--- config.mk ---
export PLATFORM = sky130hd
export DESIGN_NAME = addr_window_decoder
export DESIGN_NICKNAME = d
export VERILOG_FILES = /design/src/rtl/adec_pkg.sv /design/src/rtl/adec_regs.sv /design/src/rtl/adec_match.sv /design/src/rtl/adec_select.sv /design/src/rtl/addr_window_decoder.sv
export SDC_FILE = /design/constraint.sdc
export NUM_CORES = 1
export LEC_CHECK = 0
export BUFFER_PORTS_ARGS = -buffer_cell sky130_fd_sc_hd__buf_2
export CORE_UTILIZATION = 65
export CTS_BUF_LIST = sky130_fd_sc_hd__clkbuf_8
export DETAILED_ROUTE_END_ITERATION = 10
export GPL_TIMING_DRIVEN = 0
export HOLD_SLACK_MARGIN = 0.03
export PLACE_DENSITY_LB_ADDON = 0.05
export SLEW_MARGIN = 10
export SYNTH_ARGS = -nofsm -noshare
export SYNTH_HDL_FRONTEND = slang
export SYNTH_SLANG_ARGS = --single-unit
--- constraint.sdc ---
create_clock -name clk -period 5.55 [get_ports clk]
set_input_delay 0.8325 -clock clk [delete_from_list [all_inputs] [get_ports clk]]
set_output_delay 0.8325 -clock clk [all_outputs]
set_load 0.01 [all_outputs]
--- src/rtl/adec_pkg.sv ---
// Shared constants and types for the windowed address decoder.
// Assumes a 32-bit register data path and 64 KB window granularity.
package adec_pkg;
    localparam int unsigned WORD_W         = 32;
    localparam int unsigned PAGE_W         = 16;
    localparam int unsigned TGT_W          = 4;
    localparam int unsigned ATTR_W         = 8;
    localparam int unsigned ERR_W          = 2;
    localparam int unsigned ERR_MISS       = 0;
    localparam int unsigned ERR_MULTI      = 1;
    localparam int unsigned OFS_WIN0_CTRL  = 32'h108;
    localparam int unsigned OFS_WIN_STRIDE = 8;
    localparam int unsigned OFS_BASE_DELTA = 4;
    localparam int unsigned OFS_ERR_STAT   = 32'h12C;
    localparam int unsigned OFS_ERR_MASK   = 32'h130;

    typedef struct packed {
        logic [PAGE_W-1:0] size_m1;
        logic [ATTR_W-1:0] attr;
        logic [TGT_W-1:0]  target;
        logic              en;
    } win_cfg_t;
endpackage

--- src/rtl/adec_regs.sv ---
// Register file of the decoder: per-window control and base, sticky
// error status with write-one-to-clear, and the error mask.
// Assumes a single write port and a combinational read on reg_addr.
// A status bit raised by err_set wins over a clear in the same cycle.
module adec_regs import adec_pkg::*; #(
    parameter int unsigned NUM_WIN = 4,
    parameter int unsigned RADDR_W = 12
) (
    input  logic               clk,
    input  logic               rst_n,
    input  logic               reg_we,
    input  logic [RADDR_W-1:0] reg_addr,
    input  logic [WORD_W-1:0]  reg_wdata,
    output logic [WORD_W-1:0]  reg_rdata,
    input  logic [ERR_W-1:0]   err_set,
    output win_cfg_t           win_cfg  [NUM_WIN],
    output logic [PAGE_W-1:0]  win_base [NUM_WIN],
    output logic [ERR_W-1:0]   err_status,
    output logic [ERR_W-1:0]   err_mask
);
    localparam logic [RADDR_W-1:0] STAT_ADDR = RADDR_W'(OFS_ERR_STAT);
    localparam logic [RADDR_W-1:0] MASK_ADDR = RADDR_W'(OFS_ERR_MASK);

    logic [ERR_W-1:0] clr_bits;
    logic             unused_wbits;

    assign unused_wbits = ^reg_wdata[3:1];

    for (genvar gi = 0; gi < NUM_WIN; gi++) begin : g_win
        localparam int unsigned CTRL_OFS = OFS_WIN0_CTRL + OFS_WIN_STRIDE * gi;
        localparam int unsigned BASE_OFS = CTRL_OFS + OFS_BASE_DELTA;
        win_cfg_t          cfg_q;
        logic [PAGE_W-1:0] base_q;

        // Capture the used control fields of this window.
        always_ff @(posedge clk) begin
            if (!rst_n) begin
                cfg_q <= '0;
            end else if (reg_we && reg_addr == RADDR_W'(CTRL_OFS)) begin
                cfg_q <= win_cfg_t'({reg_wdata[31:16], reg_wdata[15:8],
                                     reg_wdata[7:4], reg_wdata[0]});
            end
        end

        // Capture the 64 KB-aligned base page of this window.
        always_ff @(posedge clk) begin
            if (!rst_n) begin
                base_q <= '0;
            end else if (reg_we && reg_addr == RADDR_W'(BASE_OFS)) begin
                base_q <= reg_wdata[31:16];
            end
        end

        assign win_cfg[gi]  = cfg_q;
        assign win_base[gi] = base_q;
    end

    // Bits written as one to the status offset request a clear.
    always_comb begin
        clr_bits = '0;
        if (reg_we && reg_addr == STAT_ADDR) begin
            clr_bits = reg_wdata[ERR_W-1:0];
        end
    end

    // Sticky error status; a new error outranks a same-cycle clear.
    always_ff @(posedge clk) begin
        if (!rst_n) begin
            err_status <= '0;
        end else begin
            err_status <= (err_status & ~clr_bits) | err_set;
        end
    end

    // Error mask register.
    always_ff @(posedge clk) begin
        if (!rst_n) begin
            err_mask <= '0;
        end else if (reg_we && reg_addr == MASK_ADDR) begin
            err_mask <= reg_wdata[ERR_W-1:0];
        end
    end

    // Read multiplexer; unmapped offsets read zero.
    always_comb begin
        reg_rdata = '0;
        for (int i = 0; i < NUM_WIN; i++) begin
            if (reg_addr == RADDR_W'(OFS_WIN0_CTRL + OFS_WIN_STRIDE * i)) begin
                reg_rdata = {win_cfg[i].size_m1, win_cfg[i].attr,
                             win_cfg[i].target, 3'b000, win_cfg[i].en};
            end
            if (reg_addr == RADDR_W'(OFS_WIN0_CTRL + OFS_WIN_STRIDE * i + OFS_BASE_DELTA)) begin
                reg_rdata = {win_base[i], {(WORD_W-PAGE_W){1'b0}}};
            end
        end
        if (reg_addr == STAT_ADDR) begin
            reg_rdata = {{(WORD_W-ERR_W){1'b0}}, err_status};
        end
        if (reg_addr == MASK_ADDR) begin
            reg_rdata = {{(WORD_W-ERR_W){1'b0}}, err_mask};
        end
    end
endmodule

--- src/rtl/adec_match.sv ---
// Parallel window comparators: one masked page compare per window.
// Assumes size_m1 is a run of low-order ones (power-of-two size).
module adec_match import adec_pkg::*; #(
    parameter int unsigned NUM_WIN = 4
) (
    input  logic [PAGE_W-1:0]  page,
    input  logic [NUM_WIN-1:0] win_en,
    input  logic [PAGE_W-1:0]  win_size [NUM_WIN],
    input  logic [PAGE_W-1:0]  win_base [NUM_WIN],
    output logic [NUM_WIN-1:0] hit_vec
);
    for (genvar gi = 0; gi < NUM_WIN; gi++) begin : g_cmp
        // Compare only the page bits above the window size.
        always_comb begin
            hit_vec[gi] = win_en[gi] &&
                ((page & ~win_size[gi]) == (win_base[gi] & ~win_size[gi]));
        end
    end
endmodule

--- src/rtl/adec_select.sv ---
// Priority selection over the hit vector: lowest index wins, and the
// block flags no hit and more than one hit.
// Assumes NUM_WIN is at least 1.
module adec_select #(
    parameter int unsigned NUM_WIN   = 4,
    parameter int unsigned WIN_IDX_W = 2
) (
    input  logic [NUM_WIN-1:0]   hit_vec,
    output logic                 any_hit,
    output logic                 multi_hit,
    output logic [WIN_IDX_W-1:0] win_idx
);
    // Scan downward so the lowest set index is the last assignment.
    always_comb begin
        win_idx = '0;
        any_hit = 1'b0;
        for (int i = NUM_WIN - 1; i >= 0; i--) begin
            if (hit_vec[i]) begin
                win_idx = WIN_IDX_W'(i);
                any_hit = 1'b1;
            end
        end
    end

    // More than one bit set when clearing the lowest still leaves one.
    always_comb begin
        multi_hit = (hit_vec & (hit_vec - 1'b1)) != '0;
    end
endmodule

--- src/rtl/addr_window_decoder.sv ---
// Windowed address decoder top: decodes each request against the
// programmed windows, registers the response one cycle later, latches
// miss and multiple-hit errors and drives an interrupt for unmasked errors.
// Assumes requests may arrive every cycle and need no back-pressure.
module addr_window_decoder import adec_pkg::*; #(
    parameter int unsigned NUM_WIN = 4,
    parameter int unsigned RADDR_W = 12,
    localparam int unsigned WIN_IDX_W = (NUM_WIN > 1) ? $clog2(NUM_WIN) : 1
) (
    input  logic                 clk,
    input  logic                 rst_n,
    input  logic                 reg_we,
    input  logic [RADDR_W-1:0]   reg_addr,
    input  logic [31:0]          reg_wdata,
    output logic [31:0]          reg_rdata,
    input  logic                 req_valid,
    input  logic [31:0]          req_addr,
    output logic                 rsp_valid,
    output logic                 rsp_miss,
    output logic                 rsp_multi,
    output logic [WIN_IDX_W-1:0] rsp_win,
    output logic [3:0]           rsp_target,
    output logic [7:0]           rsp_attr,
    output logic                 irq
);
    win_cfg_t               win_cfg  [NUM_WIN];
    logic [PAGE_W-1:0]      win_base [NUM_WIN];
    logic [PAGE_W-1:0]      win_size [NUM_WIN];
    logic [NUM_WIN-1:0]     win_en;
    logic [NUM_WIN-1:0]     hit_vec;
    logic                   any_hit;
    logic                   multi_hit;
    logic [WIN_IDX_W-1:0]   win_idx;
    logic [ERR_W-1:0]       err_set;
    logic [ERR_W-1:0]       err_status;
    logic [ERR_W-1:0]       err_mask;
    logic [TGT_W-1:0]       sel_target;
    logic [ATTR_W-1:0]      sel_attr;
    logic                   unused_offset;

    assign unused_offset = ^req_addr[PAGE_W-1:0];

    adec_regs #(.NUM_WIN(NUM_WIN), .RADDR_W(RADDR_W)) u_regs (
        .clk(clk), .rst_n(rst_n), .reg_we(reg_we), .reg_addr(reg_addr),
        .reg_wdata(reg_wdata), .reg_rdata(reg_rdata), .err_set(err_set),
        .win_cfg(win_cfg), .win_base(win_base),
        .err_status(err_status), .err_mask(err_mask)
    );

    for (genvar gi = 0; gi < NUM_WIN; gi++) begin : g_split
        assign win_en[gi]   = win_cfg[gi].en;
        assign win_size[gi] = win_cfg[gi].size_m1;
    end

    adec_match #(.NUM_WIN(NUM_WIN)) u_match (
        .page(req_addr[31:16]), .win_en(win_en), .win_size(win_size),
        .win_base(win_base), .hit_vec(hit_vec)
    );

    adec_select #(.NUM_WIN(NUM_WIN), .WIN_IDX_W(WIN_IDX_W)) u_sel (
        .hit_vec(hit_vec), .any_hit(any_hit), .multi_hit(multi_hit),
        .win_idx(win_idx)
    );

    // Route the selected window's fields, or zero on a miss.
    always_comb begin
        sel_target = '0;
        sel_attr   = '0;
        if (any_hit) begin
            sel_target = win_cfg[win_idx].target;
            sel_attr   = win_cfg[win_idx].attr;
        end
    end

    // Errors raised by the request taken this cycle.
    always_comb begin
        err_set = '0;
        if (req_valid) begin
            err_set[ERR_MISS]  = !any_hit;
            err_set[ERR_MULTI] = multi_hit;
        end
    end

    // Response valid follows the request by exactly one cycle.
    always_ff @(posedge clk) begin
        if (!rst_n) begin
            rsp_valid <= 1'b0;
        end else begin
            rsp_valid <= req_valid;
        end
    end

    // Response payload is captured only for a taken request.
    always_ff @(posedge clk) begin
        if (!rst_n) begin
            rsp_miss   <= 1'b0;
            rsp_multi  <= 1'b0;
            rsp_win    <= '0;
            rsp_target <= '0;
            rsp_attr   <= '0;
        end else if (req_valid) begin
            rsp_miss   <= !any_hit;
            rsp_multi  <= multi_hit;
            rsp_win    <= win_idx;
            rsp_target <= sel_target;
            rsp_attr   <= sel_attr;
        end
    end

    // Interrupt from latched errors that are not masked.
    always_comb begin
        irq = |(err_status & ~err_mask);
    end
endmodule

==> key figures, run 1 <==
Run status
  • Status: finished, final reports clean

Logic synthesis
  • Synthesis-stage register bit count: approximately 200
  • Synthesized area: 10100 um2
  • Ys flop type: dfxtp_1
  • YS warnings: 0
  • Synth area leader: dfxtp_1
  • Yosys cell types: 52
  • Number of flops mapped to enable cells by yosys: 0
  • Most frequent cell after synthesis: nand2_1
  • Synth top area share: 39.8%
  • Sequential share of the synthesized area: approximately 40%
  • Most instantiated cells after synthesis: nand2_1 (410), dfxtp_1 (201), a21boi_0 (180)
  • Syn avg cell area: approximately 8 um2
  • Post-Syn Instances: 1269
  • Top cells by area, synth: dfxtp_1 (40%), nand2_1 (15%), a21boi_0 (13%), xnor2_1 (5.3%), clkbuf_1 (2.9%)
  • Asr flop ratio synth: 0%

CTS
  • Number of H-tree levels: 2
  • Post-CTS setup buffer count: 0
  • Clock Latency Late Sink: around 0.54 ns
  • Clock transition at path regs: approximately 0.06 ns
  • CTS sink count: between 200 and 250
  • CTS max path bufs: 3
  • TritonCTS clock tree: yes
  • CTS Hold Buffers Added: 0
  • Post-CTS Resized: 0
  • Clk root buf: clkbuf_8
  • CTS Buf Count: 36

Die
  • Die width: around 130 um
  • Io pins: 130
  • Num rows: 45
  • Effective utilization at floorplan: 66.5%
  • Core area: 15200 um2
  • Die Y: about 130 um
  • Die area: 16100 um2

GRT
  • M2 GR Usage: 67.2%
  • Initial antenna violation count: 0
  • Busiest grt layer: met2
  • Gr ovfl total: 0
  • Largest net degree at the start of global routing: 11
  • Met3 Use GR: ~8.5%
  • M1 GR Usage: a little over half
  • First-pass GRT wire length: 52200 um
  • Global Route Usage Sum: a little over two fifths
  • Vias in the first global route: between 9000 and 10000

Power
  • Pleak: 4.11 nW
  • Tot Pwr: between 3 and 4 mW
  • PD cells: 264 nW/um2
  • Worst vdd ir: between 0.2 and 0.25 mV

Timing
  • Least-Margin Pin Slew: 0.813 ns
  • Final period util: approximately 84%
  • Final Max Slew Viols: 0
  • Top achievable clock speed: between 0.2 and 0.25 GHz
  • Final hold vios: 0
  • Final min period: around 4.7 ns
  • Setup TNS: 0 ns
  • Final setup fails: 0
  • Slew Limit Headroom: 45.3%
  • Layout Skew: 0.0271 ns
  • Unrepaired setup endpoints after global routing: false

Finish
  • Final Util: between 70% and 80%
  • Fin cells: roughly 1600
  • # fillers: roughly 1200
  • Area Overhead vs Synth: 13.0%
  • Post-route cell area: 11400 um2
  • Diode count: 0
  • Final nets: ~1500
  • Layout cells sized above 1: between 10 and 15%

Run
  • MaxCap Viol Count: 0

Critical path
  • Worst path max stage delay: around 0.72 ns
  • CP Max Fanout: 10
  • Arr. time, crit path: around 3.9 ns
  • CP endpoint kind: primary output
  • Crit start category: input pin
  • Critical path cell sequence: buf_2, nor4b_2, nand3b_1, nor4_1, buf_2, buf_1, a21oi_1, o211ai_1, buf_2
  • CP Buf/Inv Count: 4
  • Delay-heaviest family, CP: simple AND/OR/NAND/NOR gates
  • Most common cell on crit path: buf_2
  • Worst EP required: ~4.7 ns
  • WS Path Type: input pin to primary output
  • Critical Path Slowest Stage Cell: nor4_1

Placed design
  • IO Port Bufs: 75
  • Detailed placement HPWL: 25500 um
  • Post-DP Area: approximately 11000 um2
  • Placed Cells: approximately 1500
  • Final GP Congestion: between 1 and 1.5

Drt
  • DRC: 0
  • Vias: roughly 10000
  • Pre-antenna DRT Iters: 6
  • ANT nets after route: 0
  • Final wirelength: between 30000 and 40000 um
  • DRT iter0 DRCs: between 1000 and 1500
  • Routed len/inst: around 22 um
  • Via/cell ratio: 6.41

Min path
  • Tightest Hold Check Type: flip-flop to flip-flop
-- sequential cells by signal (all words and copies together) (netlist names) --
register / flops
u_regs.err_status: 2
rsp_target: 4
rsp_multi: 1
u_regs.err_mask: 2
rsp_miss: 1
rsp_attr: 8
rsp_valid: 1
u_regs.win_cfg: 116
u_regs.g_win.base_q: 64
rsp_win: 2
-- worst reg2reg max path, stage by stage (launching register included) --
cell,delay (ns)
dfxtp_1,0.41
xnor2_2,0.13
o22ai_1,0.12
or4_1,0.55
nor3_1,0.39
a211o_1,0.16
buf_4,0.20
buf_4,0.26
mux2i_1,0.29
o221ai_1,0.15
-- per-stage QoR --
step	hold slack (ns)	worst slack, ns
CTS	0.464	0.999
global placement	0.442	1.05
finish	0.461	0.871
detailed placement	0.444	1.03
global route	0.475	0.779
floorplan	0.447	2.10
-- layout by cell type, fill, tap and decap left out, types with 25 or more instances in the layout --
master    instances
clkbuf_8         46
o22ai_1          25
nand2_1         410
buf_2            86
dfxtp_1         201
clkbuf_1         79
nand3_1          42
xnor2_1          61
a21boi_0        180
a222oi_1         26
-- worst paths after layout --
kind	start	to	slack, ns	cells after the start
max reg2reg	u_regs.g_win[1].base_q[14]$_SDFFE_PN0P_	rsp_attr[2]$_SDFFE_PN0P_	2.71	9
min	rsp_target[3]$_SDFFE_PN0P_	rsp_target[3]$_SDFFE_PN0P_	0.46	2
max	reg_addr[1]	reg_rdata[20]	0.87	9
min reg2reg	rsp_target[3]$_SDFFE_PN0P_	rsp_target[3]$_SDFFE_PN0P_	0.46	2
-- logic make-up after synthesis --
family,after synthesis,share of synthesized area (%)
multiplexers,24,2.38
buffers and inverters,125,5.90
flip-flops,201,39.8
AO/OA/AOI/OAI,339,24.9
XOR/XNOR,64,5.77
other,1,0.0371
AND/OR/NAND/NOR,514,21.1
adder cells (fa/ha/maj),1,0.111
-- cell type report --
type                            instances  area, um2  area share (%)
Multi-Input combinational cell        944       5490            48.1
Sequential cell                       201       4020            35.2
Clock buffer                           46        633            5.54
Buffer                                122        586            5.13
Timing Repair Buffer                   75        375            3.29
Tap cell                              188        235            2.06
Clock inverter                         11       67.6           0.591
Inverter                                3       11.3          0.0986
-- power breakdown --
group          switching, mW  total, mW  internal, mW
Clock                  0.616       1.40         0.780
Combinational          0.109      0.176        0.0663
Sequential          0.000817       1.45          1.44
Total                  0.726       3.02          2.29
-- routing by layer --
metal | share of wire [%] | vias to the layer above
met4 | 6.4 | 0
met1 | 38 | 4695
li1 | - | 4593
met5 | 0 | -
met2 | 44 | 736
met3 | 11 | 167
Note: power is estimated with default switching activity, not from simulation.
==> run 2, diff against run 1 <==
- ABC_AREA: not set -> 1
- CORE_UTILIZATION: 65 -> 55
- clock period: 5.55 -> 4.28 ns (I/O delays scaled with it)
==> run 2 against run 1 <==
  * Synthesized area increased by 3.1%
  * Sequential share of layout area decreased by 1.6 points
  * Worst setup slack got worse by 0.51 ns
  * Cell count increased by 21%
  * Critical path depth increased by 4
  * Clock power increased by 27%
  * Clock skew decreased by 0.018 ns
  * Hold slack got worse by 0.096 ns
  * Register-to-register slack got worse by 0.84 ns
  * Total power increased by 29%
  * Routed wire length increased by 21%
  * Critical endpoint is now reg_rdata[0]
  * Highest routed layer unchanged
==> key figures, run 2 <==
Run status
  • Status: finished, final reports clean

Critical path
  • Worst EP required: ~3.6 ns
  • Delay-heaviest family, CP: simple AND/OR/NAND/NOR gates
  • Crit start category: input pin
  • WS Path Type: input pin to primary output
  • Worst path max stage delay: between 0.7 and 0.8 ns
  • Critical Path Slowest Stage Cell: nor2_1
  • CP Buf/Inv Count: 4
  • Arr. time, crit path: around 3.3 ns
  • CP endpoint kind: primary output
  • Critical path cell sequence: buf_2, inv_1, nor2_1, nand2_1, nor3_2, nand2_2, inv_2, nor2_1, o21ai_0, o21ai_0, a21oi_1, o221ai_1, buf_2
  • CP Max Fanout: 10

Min path
  • Tightest Hold Check Type: input pin to flip-flop

Power
  • Pleak: 4.71 nW
  • PD cells: 325 nW/um2
  • Worst vdd ir: 0.255 mV
  • Clock share of power: 45.8%
  • Psw: 991 uW
  • P_int: 2.90 mW
  • Flop pwr share: about half
  • Switch share: 25.5%
  • Comb power frac: roughly 6%

Die
  • Core area: about 18000 um2
  • Num rows: 49
  • Die width: 140 um
  • Effective utilization at floorplan: 57.1%
  • Die area: a little under 20000 um2
  • Io pins: between 100 and 150
  • Die Y: roughly 140 um

Timing
  • Setup TNS: 0 ns
  • Final setup fails: 0
  • Final hold vios: 0
  • Final Max Slew Viols: 0
  • Final period util: about nine tenths
  • Unrepaired setup endpoints after global routing: false
  • Final min period: 3.92 ns
  • Setup ws final: about 0.36 ns
  • Layout Skew: between 0.008 and 0.009 ns
  • Least-Margin Pin Slew: ~1.0 ns
  • Slew Limit Headroom: 32.5%
  • Top achievable clock speed: around 0.25 GHz

Logic synthesis
  • Synth top area share: approximately two fifths
  • Most instantiated cells after synthesis: a21oi_1 (239), o21ai_0 (239), nand2_1 (211)
  • Yosys cell types: 39
  • Synth area leader: dfxtp_1
  • Synthesized area: 10400 um2
  • Syn avg cell area: 6.84 um2
  • YS warnings: 0
  • Ys flop type: dfxtp_1
  • Post-Syn Instances: 1525
  • Number of flops mapped to enable cells by yosys: 0
  • Top cells by area, synth: dfxtp_1 (39%), a21oi_1 (11%), o21ai_0 (11%), nand2_1 (7.6%), inv_1 (6.8%)
  • Sequential share of the synthesized area: approximately 39%
  • Synthesis-stage register bit count: around 200
  • Asr flop ratio synth: 0%

Run
  • MaxCap Viol Count: 0

Drt
  • Pre-antenna DRT Iters: 5
  • Routed len/inst: around 22 um
  • DRC: 0
  • ANT nets after route: 0
  • Via/cell ratio: roughly 6.1
  • Vias: ~12000
  • DRT iter0 DRCs: 1421
  • Final wirelength: 41800 um

CTS
  • Post-CTS setup buffer count: 0
  • TritonCTS clock tree: yes
  • Number of H-tree levels: 2
  • CTS Hold Buffers Added: 0
  • CTS sink count: roughly 200
  • CTS max path bufs: 3
  • CTS Buf Count: 37
  • Post-CTS Resized: 0
  • Clock transition at path regs: 0.06 ns
  • Clock Latency Late Sink: 0.55 ns
  • Clk root buf: clkbuf_8

GRT
  • Global Route Usage Sum: between 40% and 50%
  • Largest net degree at the start of global routing: 11
  • First-pass GRT wire length: 62400 um
  • Initial antenna violation count: 1
  • Vias in the first global route: approximately 11000
  • Gr ovfl total: 0

Finish
  • Final nets: roughly 1800
  • Most frequent cells in the layout: a21oi_1 (239), o21ai_0 (239), nand2_1 (211)
  • Layout cells sized above 1: between 10% and 20%
  • Final Util: between 60% and 70%
  • Area Overhead vs Synth: 14.7%
  • Max reg flops: 116
  • Post-route cell area: around 12000 um2
  • Fin cells: 1927

Placed design
  • Detailed placement HPWL: 29100 um
  • Place WS: approximately 0.66 ns
  • Placed Cells: approximately 1900
  • Post-DP Area: roughly 11000 um2
  • IO Port Bufs: 109
  • Final GP Congestion: 0.976
run 2: cell types whose count changed after synthesis, moves of 21 or more:
cell      change
a21boi_0    -180
a21oi_1     +219
a222oi_1     -26
clkbuf_1     -21
inv_1       +186
mux2i_1      -24
nand2_1     -199
nand3_1      +75
nor2_1       +42
o211ai_1     +25
o21ai_0     +215
o22ai_1      -23
xnor2_1      -61
run 2: per-layer routing:
layer	vias to the layer above	global-route usage, %	routed length, um
li1	5452	-	-
met2	838	63.3	17700
met5	-	0	0
met3	122	12.9	6110
met1	5397	57.2	16400
met4	0	18.4	1550
run 2: tightest hold or removal path: stages:
cell     delay, ns
buf_2         0.11
inv_1         0.06
a21oi_1       0.05
run 2: final timing paths:
check | from | endpoint | slack [ns] | cells after the start
worst max-delay path | reg_addr[8] | reg_rdata[0] | 0.36 | 13
worst min-delay path | reg_wdata[8] | u_regs.win_cfg[92]$_SDFFE_PN0P_ | 0.36 | 3
worst max register to register | u_regs.g_win[2].base_q[1]$_SDFFE_PN0P_ | rsp_attr[0]$_SDFFE_PN0P_ | 1.87 | 12
worst min register to register | rsp_attr[7]$_SDFFE_PN0P_ | rsp_attr[7]$_SDFFE_PN0P_ | 0.46 | 2
run 2: area by class of cell:
class | count | area [um2]
Antenna cell | 1 | 2.50
Buffer | 94 | 448
Clock buffer | 46 | 633
Clock inverter | 16 | 65.1
Fill cell | 1738 | 6310
Inverter | 212 | 798
Multi-Input combinational cell | 1019 | 5160
Sequential cell | 201 | 4020
Tap cell | 229 | 287
Timing Repair Buffer | 109 | 546
run 2: through the flow:
step / hold slack [ns] / total power [mW]
floorplan: 0.433 / 2.02
global placement: 0.446 / 2.14
detailed placement: 0.452 / 2.14
CTS: 0.363 / 3.87
global route: 0.382 / 3.99
finish: 0.365 / 3.89
run 2: kinds of logic after synthesis:
family,Yosys count,synth area share (%)
and+or+nand+nor,457,20.4
DFF,201,38.6
other,1,0.0360
AOI/OAI and AO/OA,560,29.0
buffers and inverters,306,12.0
run 2: power groups by stage:
stage,combinational [mW],sequential (mW),clock (mW)
4_1_cts,0.223,1.88,1.77
3_3_place_gp,0.221,1.92,0
5_1_grt,0.250,1.88,1.86
6_report,0.231,1.88,1.78
2_1_floorplan,0.105,1.92,0
3_5_place_dp,0.222,1.92,0
